<file path="config.mk">
export PLATFORM = sky130hd
export DESIGN_NAME = glitchless_div_bank
export DESIGN_NICKNAME = d
export VERILOG_FILES = /design/src/rtl/clkdiv_pkg.sv /design/src/rtl/sel_sync.sv /design/src/rtl/div_channel.sv /design/src/rtl/glitchless_div_bank.sv
export SDC_FILE = /design/constraint.sdc
export NUM_CORES = 1
export LEC_CHECK = 0
export ABC_AREA = 0
export BUFFER_PORTS_ARGS = -buffer_cell sky130_fd_sc_hd__buf_2
export CORE_AREA = 5 5 85 87
export CTS_CLUSTER_SIZE = 20
export DETAILED_ROUTE_END_ITERATION = 6
export DIE_AREA = 0 0 90 92
export GPL_TIMING_DRIVEN = 0
export PLACE_DENSITY = 0.84
export SLEW_MARGIN = 20
export SYNTH_ARGS = -nofsm -noshare
export SYNTH_HDL_FRONTEND = slang
export SYNTH_SLANG_ARGS = --single-unit
</file>
<file path="constraint.sdc">
create_clock -name clk_src -period 3.8 [get_ports clk_src]
set_clock_uncertainty 0.1 [all_clocks]
set_input_delay 0.76 -clock clk_src [delete_from_list [all_inputs] [get_ports clk_src]]
set_output_delay 0.76 -clock clk_src [all_outputs]
set_load 0.01 [all_outputs]
</file>
<file path="src/rtl/clkdiv_pkg.sv">
package clkdiv_pkg;
  localparam int CODE_W = 8;
  typedef logic [CODE_W-1:0] code_t;

  // index of the final cycle of a period; code 0 is treated as ratio 2
  function automatic code_t last_idx(code_t c);
    return (c == '0) ? code_t'(1) : c;
  endfunction

  // number of high cycles: ceil(ratio/2)
  function automatic code_t high_len(code_t c);
    return (last_idx(c) >> 1) + code_t'(1);
  endfunction
endpackage

</file>
<file path="src/rtl/sel_sync.sv">
module sel_sync #(
  parameter int W = 3,
  parameter logic [W-1:0] RST_VAL = '0
) (
  input  logic         clk,
  input  logic         rst_n,
  input  logic [W-1:0] d,
  output logic [W-1:0] q
);
  logic [W-1:0] s1_q, s2_q;

  always_ff @(posedge clk or negedge rst_n) begin
    if (!rst_n) begin
      s1_q <= RST_VAL;
      s2_q <= RST_VAL;
    end else begin
      s1_q <= d;
      s2_q <= s1_q;
    end
  end

  assign q = s2_q;
endmodule

</file>
<file path="src/rtl/div_channel.sv">
module div_channel
  import clkdiv_pkg::*;
#(
  parameter code_t DFLT_CODE = code_t'(1)
) (
  input  logic  clk,
  input  logic  rst_n,
  input  logic  pd,
  input  code_t pend_code,
  input  logic  en_req,
  output logic  clk_o,
  output logic  prd_end,
  output code_t code_act,
  output logic  en_act,
  output logic  armed
);
  code_t cnt_q, code_q;
  logic  en_q, out_q, armed_q;
  code_t cnt_nxt;

  assign cnt_nxt = cnt_q + code_t'(1);
  assign prd_end = armed_q && (cnt_q == last_idx(code_q));

  always_ff @(posedge clk or negedge rst_n) begin
    if (!rst_n) begin
      cnt_q   <= '0;
      code_q  <= DFLT_CODE;
      en_q    <= 1'b0;
      out_q   <= 1'b0;
      armed_q <= 1'b0;
    end else if (pd) begin
      cnt_q   <= '0;
      code_q  <= DFLT_CODE;
      en_q    <= 1'b0;
      out_q   <= 1'b0;
      armed_q <= 1'b0;
    end else if (!armed_q) begin
      armed_q <= 1'b1;
      cnt_q   <= '0;
      en_q    <= en_req;
      out_q   <= en_req;
    end else if (prd_end) begin
      cnt_q   <= '0;
      code_q  <= pend_code;
      en_q    <= en_req;
      out_q   <= en_req;
    end else begin
      cnt_q   <= cnt_nxt;
      out_q   <= en_q & (cnt_nxt < high_len(code_q));
    end
  end

  assign clk_o    = out_q;
  assign code_act = code_q;
  assign en_act   = en_q;
  assign armed    = armed_q;
endmodule

</file>
<file path="src/rtl/glitchless_div_bank.sv">
module glitchless_div_bank
  import clkdiv_pkg::*;
#(
  parameter int NUM_OUT     = 3,
  parameter int SEL_W       = 3,
  parameter int DEFAULT_SEL = 0,
  parameter logic [CODE_W*NUM_OUT*(2**SEL_W)-1:0] SEL_TBL = {
    8'd10, 8'd0,  8'd5,
    8'd99, 8'd9,  8'd6,
    8'd3,  8'd5,  8'd255,
    8'd11, 8'd2,  8'd7,
    8'd2,  8'd15, 8'd4,
    8'd1,  8'd8,  8'd3,
    8'd4,  8'd1,  8'd2,
    8'd5,  8'd3,  8'd1 }
) (
  input  logic               clk_src,
  input  logic               rst_n,
  input  logic [SEL_W-1:0]   fsel,
  input  logic               ctl_pin,
  input  logic               mode_oe,
  input  logic [NUM_OUT-1:0] oe_mask,
  output logic [NUM_OUT-1:0] clk_out
);
  localparam logic [SEL_W-1:0] DSEL = SEL_W'(DEFAULT_SEL);

  logic [SEL_W-1:0]          sel_pend;
  logic                      pd_active;
  logic [NUM_OUT-1:0]        en_req_v, prd_end_v, en_act_v, armed_v;
  logic [NUM_OUT*CODE_W-1:0] code_act_v;

  assign pd_active = ~mode_oe & ~ctl_pin;

  sel_sync #(.W(SEL_W), .RST_VAL(DSEL)) u_sync (
    .clk(clk_src), .rst_n(rst_n), .d(fsel), .q(sel_pend)
  );

  for (genvar c = 0; c < NUM_OUT; c++) begin : g_ch
    localparam code_t DCODE = SEL_TBL[(DEFAULT_SEL*NUM_OUT + c)*CODE_W +: CODE_W];
    code_t pend_code;

    assign pend_code   = SEL_TBL[(int'(sel_pend)*NUM_OUT + c)*CODE_W +: CODE_W];
    assign en_req_v[c] = mode_oe ? (ctl_pin | ~oe_mask[c]) : 1'b1;

    div_channel #(.DFLT_CODE(DCODE)) u_ch (
      .clk      (clk_src),
      .rst_n    (rst_n),
      .pd       (pd_active),
      .pend_code(pend_code),
      .en_req   (en_req_v[c]),
      .clk_o    (clk_out[c]),
      .prd_end  (prd_end_v[c]),
      .code_act (code_act_v[c*CODE_W +: CODE_W]),
      .en_act   (en_act_v[c]),
      .armed    (armed_v[c])
    );
  end
endmodule

</file>
==> qor.yml, run 1 <==
outcome:
  status: "completed"
critical_path:
  crit_path_start_kind: "flop"
  worstPathArrival_ns: 3.38
  worstPathRequired_ns: 3.95
  crit_path_end_kind: "flop"
  worstPathMaxFanout: 10
  path_class: "flop to flop"
die:
  core_area_um2: 6277
  die_w_um: 90
  start_util_pct: 59.10
  num_io_pins: 13
  fp.dieH_um: 92
  rows: 29
  die_area_um2: 8280
layout:
  syn_to_final_growth_pct: 6.880
  drive_above_1_share_pct: 10.38
  final_cells: 501
  diodes: 0
  fin_nets: 472
  final_core_util_pct: 63.17
logic_synthesis:
  synth.most_common_cell: "dfrtp_1"
  ys_ff_latch: 52
  ys_seq_area_share_pct: 35.24
  ys_types: 57
  ys_warn_count: 0
  avgSynthCellArea_um2: 9.183
  syn_area_um2: 3710
  synth_commonest_cells: "dfrtp_1, nor2_1, ha_1"
  synth-async-reset-ratio_pct: 100.0
  synthCells: 404
  netlist.area_leader.share_pct: 31.70
  syn_nets: 453
  dominantRegCellSynth: "dfrtp_1"
  synth-edff-count: 0
  yosysTopAreaCell: "dfrtp_1"
  ys_top_cells_by_area: "dfrtp_1, ha_1, xnor2_1"
routing:
  routedWlPerCell_um: 14.59
  drtAntennaViolNets: 0
  drc: 0
  vias: 2890
  dr.pass1.iters: 4
  wirelength_um: 7309
  vias_per_cell: 5.768
  detail_route.iter0.violations: 147
power_and_ir_drop:
  switchingPower_w: 0.0008753
  vdd_drop_max_v: 0.0002770
  seqPwrFrac_pct: 37.3
  pwr-share-clk_pct: 16.1
  p_total_w: 0.002166
  switching_share_pct: 40.42
  p_comb_share_pct: 46.7
  internal_power_w: 0.001290
  p_leak_nw: 1.855
  powerDensity_nw_per_um2: 546.2
timing:
  setup_violations: 0
  fin_crit_ns: 3.222
  whs_ns: 0.2607
  final-hold-violation-count: 0
  rsz0062_at_grt: "false"
  setup_tns_ns: 0
  slew_violations: 0
  tightest_slew_ns: 0.7366
  max_slew_margin_pct: 50.68
  max_freq_mhz: 310.4
  fin_crit_sh_pct: 84.79
clocking:
  cts.sinks: 52
  clkLatencyLatePin_ns: 0.32
  cts_setup_buffers: 0
  cts_buffers: 5
  cts_buffer_depth: 2
  cts_tree: "yes"
  cts_max_level: 2
  cts-root-buf: "clkbuf_8"
  ctsHoldBuffers: 0
  post_cts_resized: 0
  clk_pin_slew_ns: 0.11
global_route:
  grt_pass1_wl_um: 13010
  antenna_found_initial: 0
  grt_max_degree: 53
  overflow: 0
  busiest_layer: "met2"
  grtUsageTotal_pct: 18.43
  first_global_vias: 2760
  met3_usage_pct: 3.110
  grt_util_met1_pct: 25.74
  met2_usage_pct: 30.18
placed_design:
  globalplace.congestion: 0.9271
  hpwl_um: 5510
  dp_cells: 493
  port_buffers: 12
run:
  max_cap_violations: 0
min_path:
  min_path_type: "flop to flop"
## flip-flops by register name, indices dropped and copies added, names as in the netlist
register	cells
g_ch.u_ch.armed	1
g_ch.u_ch.clk_o	3
g_ch.u_ch.cnt_q	24
g_ch.u_ch.code_act	15
g_ch.u_ch.en_act	3
u_sync.q	3
u_sync.s1_q	3
## metrics by stage
step | setup slack (ns) | area [um2]
3_3_place_gp | 0.6719 | 3866
6_report | 0.5781 | 3965
4_1_cts | 0.5946 | 3965
3_5_place_dp | 0.6037 | 3869
5_1_grt | 0.3351 | 3965
2_1_floorplan | 0.9841 | 3710
## layer usage
metal | vias up | wire length, um
met5 | - | 0
met4 | 0 | 48
met2 | 52 | 3573
li1 | 1444 | -
met3 | 4 | 299
met1 | 1390 | 3387
## power by group through the flow
stage	logic (W)	clock network, W	registers [W]
6_report	0.00101	0.000348	0.000808
3_5_place_dp	0.00101	0	0.000820
2_1_floorplan	0.000813	0	0.000778
3_3_place_gp	0.000966	0	0.000807
4_1_cts	0.00102	0.000356	0.000808
5_1_grt	0.00116	0.000379	0.000827
## layout make-up
cell class                      instances  area (um2)
Inverter                               19       71.32
Tap cell                               77       96.34
Timing Repair Buffer                   12       62.56
Clock buffer                            5       68.82
Clock inverter                          3       27.53
Sequential cell                        52        1308
Multi-Input combinational cell        309        2205
Fill cell                             529        2312
Buffer                                 24       126.4
## layout by cell type (no fill, tap or decap), drive strengths merged, types with 4 or more instances in the layout
cell,synthesis,final
a211o,4,4
a211oi,4,4
a21o,5,5
a21oi,13,13
a31oi,4,4
and3,9,9
buf,11,23
clkbuf,13,18
dfrtp,47,47
dfstp,5,5
ha,38,38
inv,19,20
mux2i,6,6
nand2,32,32
nand2b,6,6
nand3,21,21
nand4,4,4
nor2,41,41
nor2b,17,17
nor3,9,9
nor4,4,4
o21ai,10,10
o22ai,4,4
xnor2,25,25
xor2,13,13
## worst max-delay path, cell delays in order (launching register included)
cell and delay [ns]:
dfrtp_1 0.51, ha_1 0.35, fa_1 0.51, xor2_1 0.62
mux2i_1 0.37, nand3b_1 0.15, o311ai_0 0.11, and3_1 0.20
a211o_1 0.26
## cell families (layout without fill, tap and decap cells)
logic type | after synthesis | count (layout) | synth area share, %
and+or+nand+nor | 156 | 156 | 21.42
AOI/OAI and AO/OA | 68 | 68 | 12.95
DFF | 52 | 52 | 35.24
buffers and inverters | 43 | 63 | 5.329
adders and majority gates | 39 | 39 | 13.36
xor gates and xnor gates | 38 | 38 | 9.477
muxes | 8 | 8 | 2.226
## path summary, 6_finish.rpt
path	end	start	cells after the start	slack, ns
max	g_ch[1].u_ch.code_act[0]	u_sync.q[1]	8	0.58
min	u_sync.q[1]	u_sync.s1_q[1]	0	0.26
max reg2reg	g_ch[1].u_ch.code_act[0]	u_sync.q[1]	8	0.58
min reg2reg	u_sync.q[1]	u_sync.s1_q[1]	0	0.26
max in group asynchronous	u_sync.s1_q[2]	rst_n	1	2.80
min in group asynchronous	g_ch[1].u_ch.clk_o	rst_n	1	0.35
Note: power is estimated with default switching activity, not from simulation.
==> inputs of run 2 (changes only) <==
- clock period: 3.8 -> 3.31 ns (I/O delays scaled with it)
==> run 2 against run 1 <==
  * First-iteration DRC count is 0.68% lower
  * Maximum frequency is 1.8% higher
  * Worst hold slack worse by 0.0056 ns
  * Wire length hardly changed
  * Global-route usage stayed put
  * Combinational power is 15% higher
  * Final cell count stayed put
  * Non-clock buffer count stayed put
  * Worst setup slack worse by 0.43 ns
  * Highest routed layer unchanged
==> qor.yml, run 2 (synthesized netlist as in run 1, its figures left out) <==
power_and_ir_drop:
  internal_power_w: 0.001482  # was 0.001290 W
  p_leak_nw: 1.856  # was 1.855 nW
  p_total_w: 0.002488  # was 0.002166 W
  switchingPower_w: 0.001006  # was 0.0008753 W
  vdd_drop_max_v: 0.0003180  # was 0.0002770 V
  switching_share_pct: 40.42  # about the same
  p_comb_share_pct: 46.7  # about the same
  pwr-share-clk_pct: 16.0  # was 16.1%
  powerDensity_nw_per_um2: 626.3  # was 546.2 nW/um2
  seqPwrFrac_pct: 37.3  # about the same
routing:
  drtAntennaViolNets: 0  # unchanged
  detail_route.iter0.violations: 146  # was 147
  vias_per_cell: 5.768  # unchanged
  routedWlPerCell_um: 14.58  # was 14.59 um
  vias: 2890  # unchanged
  drc: 0  # unchanged
  dr.pass1.iters: 4  # unchanged
  wirelength_um: 7303  # was 7309 um
critical_path:
  worstReg2RegEnd: "g_ch[1].u_ch.code_act[2]"  # was g_ch[1].u_ch.code_act[0]
  worstRegToRegCells: 9  # was 8
  crit_top_cell: "nor2_1"
  r2r-start: "u_sync.q[1]"  # unchanged
  crit_path_end_kind: "flop"  # unchanged
  cpPeakStageDelay_ns: 0.50  # was 0.62 ns
  worstPathMaxFanout: 10  # unchanged
  r2r_setup_slack_ns: 0.15  # was 0.58 ns
  worstPathArrival_ns: 3.25  # was 3.38 ns
  worstPathRequired_ns: 3.40  # was 3.95 ns
  crit_slowest_cell: "fa_1"  # was xor2_1
  worstPathCellList: "ha_1, fa_1, xnor2_1, clkbuf_1, nor2_1, nor2_1, nor2_1, nor4_1, o32ai_1"  # was ha_1, fa_1, xor2_1, mux2i_1, nand3b_1, o311ai_0, and3_1, a211o_1
  path_class: "flop to flop"  # unchanged
  crit_path_start_kind: "flop"  # unchanged
global_route:
  grt_max_degree: 53  # unchanged
  first_global_vias: 2760  # unchanged
  grtUsageTotal_pct: 18.43  # unchanged
  antenna_found_initial: 0  # unchanged
  grt_pass1_wl_um: 13010  # unchanged
  overflow: 0  # unchanged
outcome:
  status: "completed"  # unchanged
clocking:
  clk_pin_slew_ns: 0.11  # about the same
  post_cts_resized: 0  # unchanged
  cts_setup_buffers: 0  # unchanged
  cts_buffers: 5  # unchanged
  cts.sinks: 52  # unchanged
  cts_max_level: 2  # unchanged
  cts_tree: "yes"  # unchanged
  cts-root-buf: "clkbuf_8"  # unchanged
  cts_buffer_depth: 2  # unchanged
  clkLatencyLatePin_ns: 0.32  # about the same
  ctsHoldBuffers: 0  # unchanged
timing:
  tightest_slew_ns: 0.7366  # unchanged
  final-hold-violation-count: 0  # unchanged
  fin_crit_sh_pct: 95.59  # was 84.79%
  max_freq_mhz: 316.1  # was 310.4 MHz
  slew_violations: 0  # unchanged
  max_slew_margin_pct: 50.68  # unchanged
  setup_violations: 0  # unchanged
  rsz0062_at_grt: "false"  # unchanged
  fin_crit_ns: 3.164  # was 3.222 ns
  setup_tns_ns: 0  # unchanged
placed_design:
  hpwl_um: 5510  # unchanged
  port_buffers: 12  # unchanged
  globalplace.congestion: 0.9271  # unchanged
die:
  fp.dieH_um: 92  # unchanged
  num_io_pins: 13  # unchanged
  die_area_um2: 8280  # unchanged
  die_w_um: 90  # unchanged
  core_area_um2: 6277  # unchanged
  rows: 29  # unchanged
  start_util_pct: 59.10  # unchanged
min_path:
  min_path_type: "input port to async pin"  # was flop to flop
layout:
  largest_reg_flops: 24  # unchanged
  final_common_cell: "dfrtp_1"  # unchanged
  seqCellArea_um2: 1308  # unchanged
  final_core_util_pct: 63.28  # was 63.17%
  syn_to_final_growth_pct: 7.083  # was 6.880%
  drive_above_1_share_pct: 10.61  # was 10.38%
  diodes: 0  # unchanged
  fin_nets: 472  # unchanged
  multi_input_area_um2: 2212  # was 2205 um2
  num-fill-cells: 530  # was 529
  final_cell_mix: "dfrtp_1, nor2_1, ha_1"  # unchanged
  top_register: "g_ch.u_ch.cnt_q"  # unchanged
run:
  max_cap_violations: 0  # unchanged
## run 2: critical path, delay by kind of cell, from the launching register on
family	cells	cell delay [ns]
AOI/OAI and AO/OA	1	0.15
xor gates and xnor gates	1	0.36
adders and majority gates	2	0.82
buffers and inverters	1	0.39
DFF	1	0.49
and+or+nand+nor	4	0.71
## run 2: layer usage
| layer | routed length, um | vias to the layer above | global-route usage (%) |
|---|---|---|---|
| met4 | 48 | 0 | 4.094 |
| met1 | 3384 | 1391 | 25.74 |
| met3 | 299 | 4 | 3.110 |
| li1 | - | 1443 | - |
| met5 | 0 | - | 0 |
| met2 | 3570 | 52 | 30.18 |
## run 2: stage by stage
step	instances	hold slack (ns)	worst slack (ns)	area, um2
floorplan	404	0.2312	0.4941	3710
global placement	493	0.2348	0.1819	3866
detailed placement	493	0.2418	0.1137	3869
CTS	501	0.2656	0.1046	3965
global route	501	0.2778	0.05161	3973
finish	501	0.2551	0.1460	3973
## run 2: how the worst max path moves through the flow
stage	startpoint	to	slack [ns]
after detailed placement	u_sync.q[1]	g_ch[1].u_ch.code_act[0]	0.11
after floorplan	u_sync.q[1]	g_ch[1].u_ch.code_act[0]	0.49
after global placement	u_sync.q[1]	g_ch[1].u_ch.code_act[0]	0.18
after CTS	u_sync.q[1]	g_ch[1].u_ch.code_act[0]	0.10
final	u_sync.q[1]	g_ch[1].u_ch.code_act[2]	0.15
after global routing	u_sync.q[1]	g_ch[1].u_ch.code_act[0]	0.05
## run 2: power groups by stage
stage	Combinational, W	Sequential [W]	Clock [W]
global route	0.00133	0.000949	0.000435
finish	0.00116	0.000927	0.000399
floorplan	0.000933	0.000894	0
detailed placement	0.00116	0.000941	0
CTS	0.00117	0.000927	0.000409
global placement	0.00111	0.000927	0
## run 2: layout make-up
class | instances | area share [%]
clock buffer | 5 | 1.732
sequential | 52 | 32.91
inverter | 19 | 1.795
clock inverter | 3 | 0.6929
timing repair buffer | 12 | 1.575
tap | 77 | 2.425
multi-input combinational | 309 | 55.68
buffer | 24 | 3.181
==> inputs of run 3 (changes only) <==
- CORE_AREA: 5 5 85 87 -> 5 5 89 91
- DIE_AREA: 0 0 90 92 -> 0 0 94 96
- PLACE_DENSITY: 0.84 -> 0.78
==> run 3 against run 2 <==
  * Sequential power is essentially flat
  * Sequential share of layout area shrank 0.23 points
  * Register-to-register slack better by 0.06 ns
  * Die area grew 9.0%
  * First-iteration DRC count increased by 5.5%
  * Worst setup slack improved by 0.064 ns
  * Worst hold slack worse by 0.0076 ns
  * Sequential cell count did not move
  * Power decreased by 0.39%
  * Clock-buffer cell count unchanged
  * Cell area grew 0.69%
  * Combinational power is essentially flat
  * Critical path type unchanged
  * Critical endpoint is now g_ch[1].u_ch.code_act[0]
  * Largest cell class unchanged
==> qor.yml, run 3 (synthesized netlist as in run 1, its figures left out) <==
die:
  die_w_um: 94  # was 90 um
  die_area_um2: 9024  # was 8280 um2
  rows: 31  # was 29
  core_area_um2: 7059  # was 6277 um2
  num_io_pins: 13  # unchanged
  start_util_pct: 52.55  # was 59.10%
  fp.dieH_um: 96  # was 92 um
critical_path:
  worstReg2RegEnd: "g_ch[1].u_ch.code_act[0]"  # was g_ch[1].u_ch.code_act[2]
  crit_end: "g_ch[1].u_ch.code_act[0]"  # was g_ch[1].u_ch.code_act[2]
  worstPathMaxFanout: 9  # was 10
  r2r_setup_slack_ns: 0.21  # was 0.15 ns
  path_class: "flop to flop"  # unchanged
  crit_path_start_kind: "flop"  # unchanged
  worstPathRequired_ns: 3.45  # was 3.40 ns
  worstRegToRegCells: 8  # was 9
  cp-startpoint: "u_sync.q[1]"  # unchanged
  r2r-start: "u_sync.q[1]"  # unchanged
  crit_path_end_kind: "flop"  # unchanged
  worstPathArrival_ns: 3.24  # was 3.25 ns
outcome:
  status: "completed"  # unchanged
clocking:
  cts_max_level: 2  # unchanged
  ctsHoldBuffers: 0  # unchanged
  clkLatencyLatePin_ns: 0.31  # was 0.32 ns
  cts_tree: "yes"  # unchanged
  cts_buffers: 5  # unchanged
  post_cts_resized: 0  # unchanged
  cts_setup_buffers: 0  # unchanged
  clk_pin_slew_ns: 0.11  # about the same
  cts.sinks: 52  # unchanged
  cts_buffer_depth: 2  # unchanged
  cts-root-buf: "clkbuf_8"  # unchanged
power_and_ir_drop:
  powerDensity_nw_per_um2: 619.5  # was 626.3 nW/um2
  p_leak_nw: 1.856  # unchanged
  p_total_w: 0.002478  # was 0.002488 W
  vdd_drop_max_v: 0.0002889  # was 0.0003180 V
timing:
  setup_slack_ns: 0.2102  # was 0.1460 ns
  final-hold-violation-count: 0  # unchanged
  whs_ns: 0.2475  # was 0.2551 ns
  max_freq_mhz: 322.6  # was 316.1 MHz
  fin_crit_ns: 3.100  # was 3.164 ns
  slew_violations: 0  # unchanged
  setup_tns_ns: 0  # unchanged
  rsz0062_at_grt: "false"  # unchanged
  setup_violations: 0  # unchanged
  fin_crit_sh_pct: 93.65  # was 95.59%
  max_slew_margin_pct: 53.73  # was 50.68%
  tightest_slew_ns: 0.6910  # was 0.7366 ns
routing:
  drc: 0  # unchanged
  wirelength_um: 7311  # was 7303 um
  routedWlPerCell_um: 13.98  # was 14.58 um
  dr.pass1.iters: 5  # was 4
  vias: 2906  # was 2,890
  drtAntennaViolNets: 0  # unchanged
  detail_route.iter0.violations: 154  # was 146
  vias_per_cell: 5.556  # was 5.768
layout:
  largest_reg_flops: 24  # unchanged
  final_cell_mix: "dfrtp_1, nor2_1, ha_1"  # unchanged
  fin_nets: 472  # unchanged
  final_area_um2: 4000  # was 3973 um2
  syn_to_final_growth_pct: 7.825  # was 7.083%
  diodes: 0  # unchanged
  drive_above_1_share_pct: 10.61  # unchanged
  final_common_cell: "dfrtp_1"  # unchanged
  top_register: "g_ch.u_ch.cnt_q"  # unchanged
run:
  max_cap_violations: 0  # unchanged
global_route:
  first_global_vias: 2945  # was 2,760
  busiest_layer: "met2"  # unchanged
  grt_max_degree: 53  # unchanged
  grt_pass1_wl_um: 13340  # was 13,010 um
  grt_util_met1_pct: 23.89  # was 25.74%
  met3_usage_pct: 2.658  # was 3.110%
  overflow: 0  # unchanged
  antenna_found_initial: 0  # unchanged
  grtUsageTotal_pct: 18.20  # was 18.43%
  met2_usage_pct: 31.58  # was 30.18%
min_path:
  min_path_type: "input port to async pin"  # unchanged
placed_design:
  dpl_cell_area_um2: 3896  # was 3869 um2
  dpl_worst_slack_ns: 0.09986  # was 0.1137 ns
  globalplace.congestion: 0.9160  # was 0.9271
  hpwl_um: 5537  # was 5510 um
  port_buffers: 12  # unchanged
## run 3: cell counts in the layout (fill, tap and decap cells not counted)
Identical to the previous run, type by type.
## run 3: critical path, stage by stage, from the launching register on
cell and delay (ns):
dfrtp_1 0.49, ha_1 0.31, fa_1 0.59, nand3_1 0.31, xnor2_1 0.47, and3_1 0.22
o22ai_1 0.08, and3_1 0.20, a211o_1 0.27
## run 3: worst min-delay path by stage
stage / from / endpoint / slack (ns) / cells past startpoint
global placement: u_sync.s1_q[1] / u_sync.q[1] / 0.23 / 0
finish: rst_n / g_ch[1].u_ch.cnt_q[5] / 0.25 / 1
CTS: u_sync.s1_q[0] / u_sync.q[0] / 0.26 / 0
detailed placement: u_sync.s1_q[0] / u_sync.q[0] / 0.24 / 0
global route: u_sync.s1_q[1] / u_sync.q[1] / 0.27 / 0
floorplan: u_sync.s1_q[0] / u_sync.q[0] / 0.23 / 0
## run 3: per-layer routing
layer | share of wire, % | routed length (um) | up-vias
met3 | 3.8 | 275 | 10
met2 | 50 | 3622 | 57
met5 | 0 | 0 | -
met4 | 1.1 | 81 | 0
met1 | 46 | 3332 | 1389
li1 | - | - | 1450
## run 3: metrics by stage
step,utilization (%),std cells
after CTS,56.56,523
final,56.66,523
after detailed placement,55.19,515
after floorplan,-,404
after global placement,55.16,515
after global routing,56.66,523
## run 3: where the power goes
group | total (W) | internal (W) | switching, W
clock | 0.000390 | 0.000156 | 0.000234
sequential | 0.000925 | 0.000778 | 0.000147
combinational | 0.00116 | 0.000550 | 0.000614
total | 0.00248 | 0.00148 | 0.000994
## run 3: layout make-up
type	instances	area, um2
plain buffers	24	126.4
clock buffers	5	68.82
clock inverters	3	27.53
fillers	646	3059
inverters	19	71.32
multi-input cells	309	2212
flip-flops and latches	52	1308
well taps	99	123.9
repair buffers	12	62.56
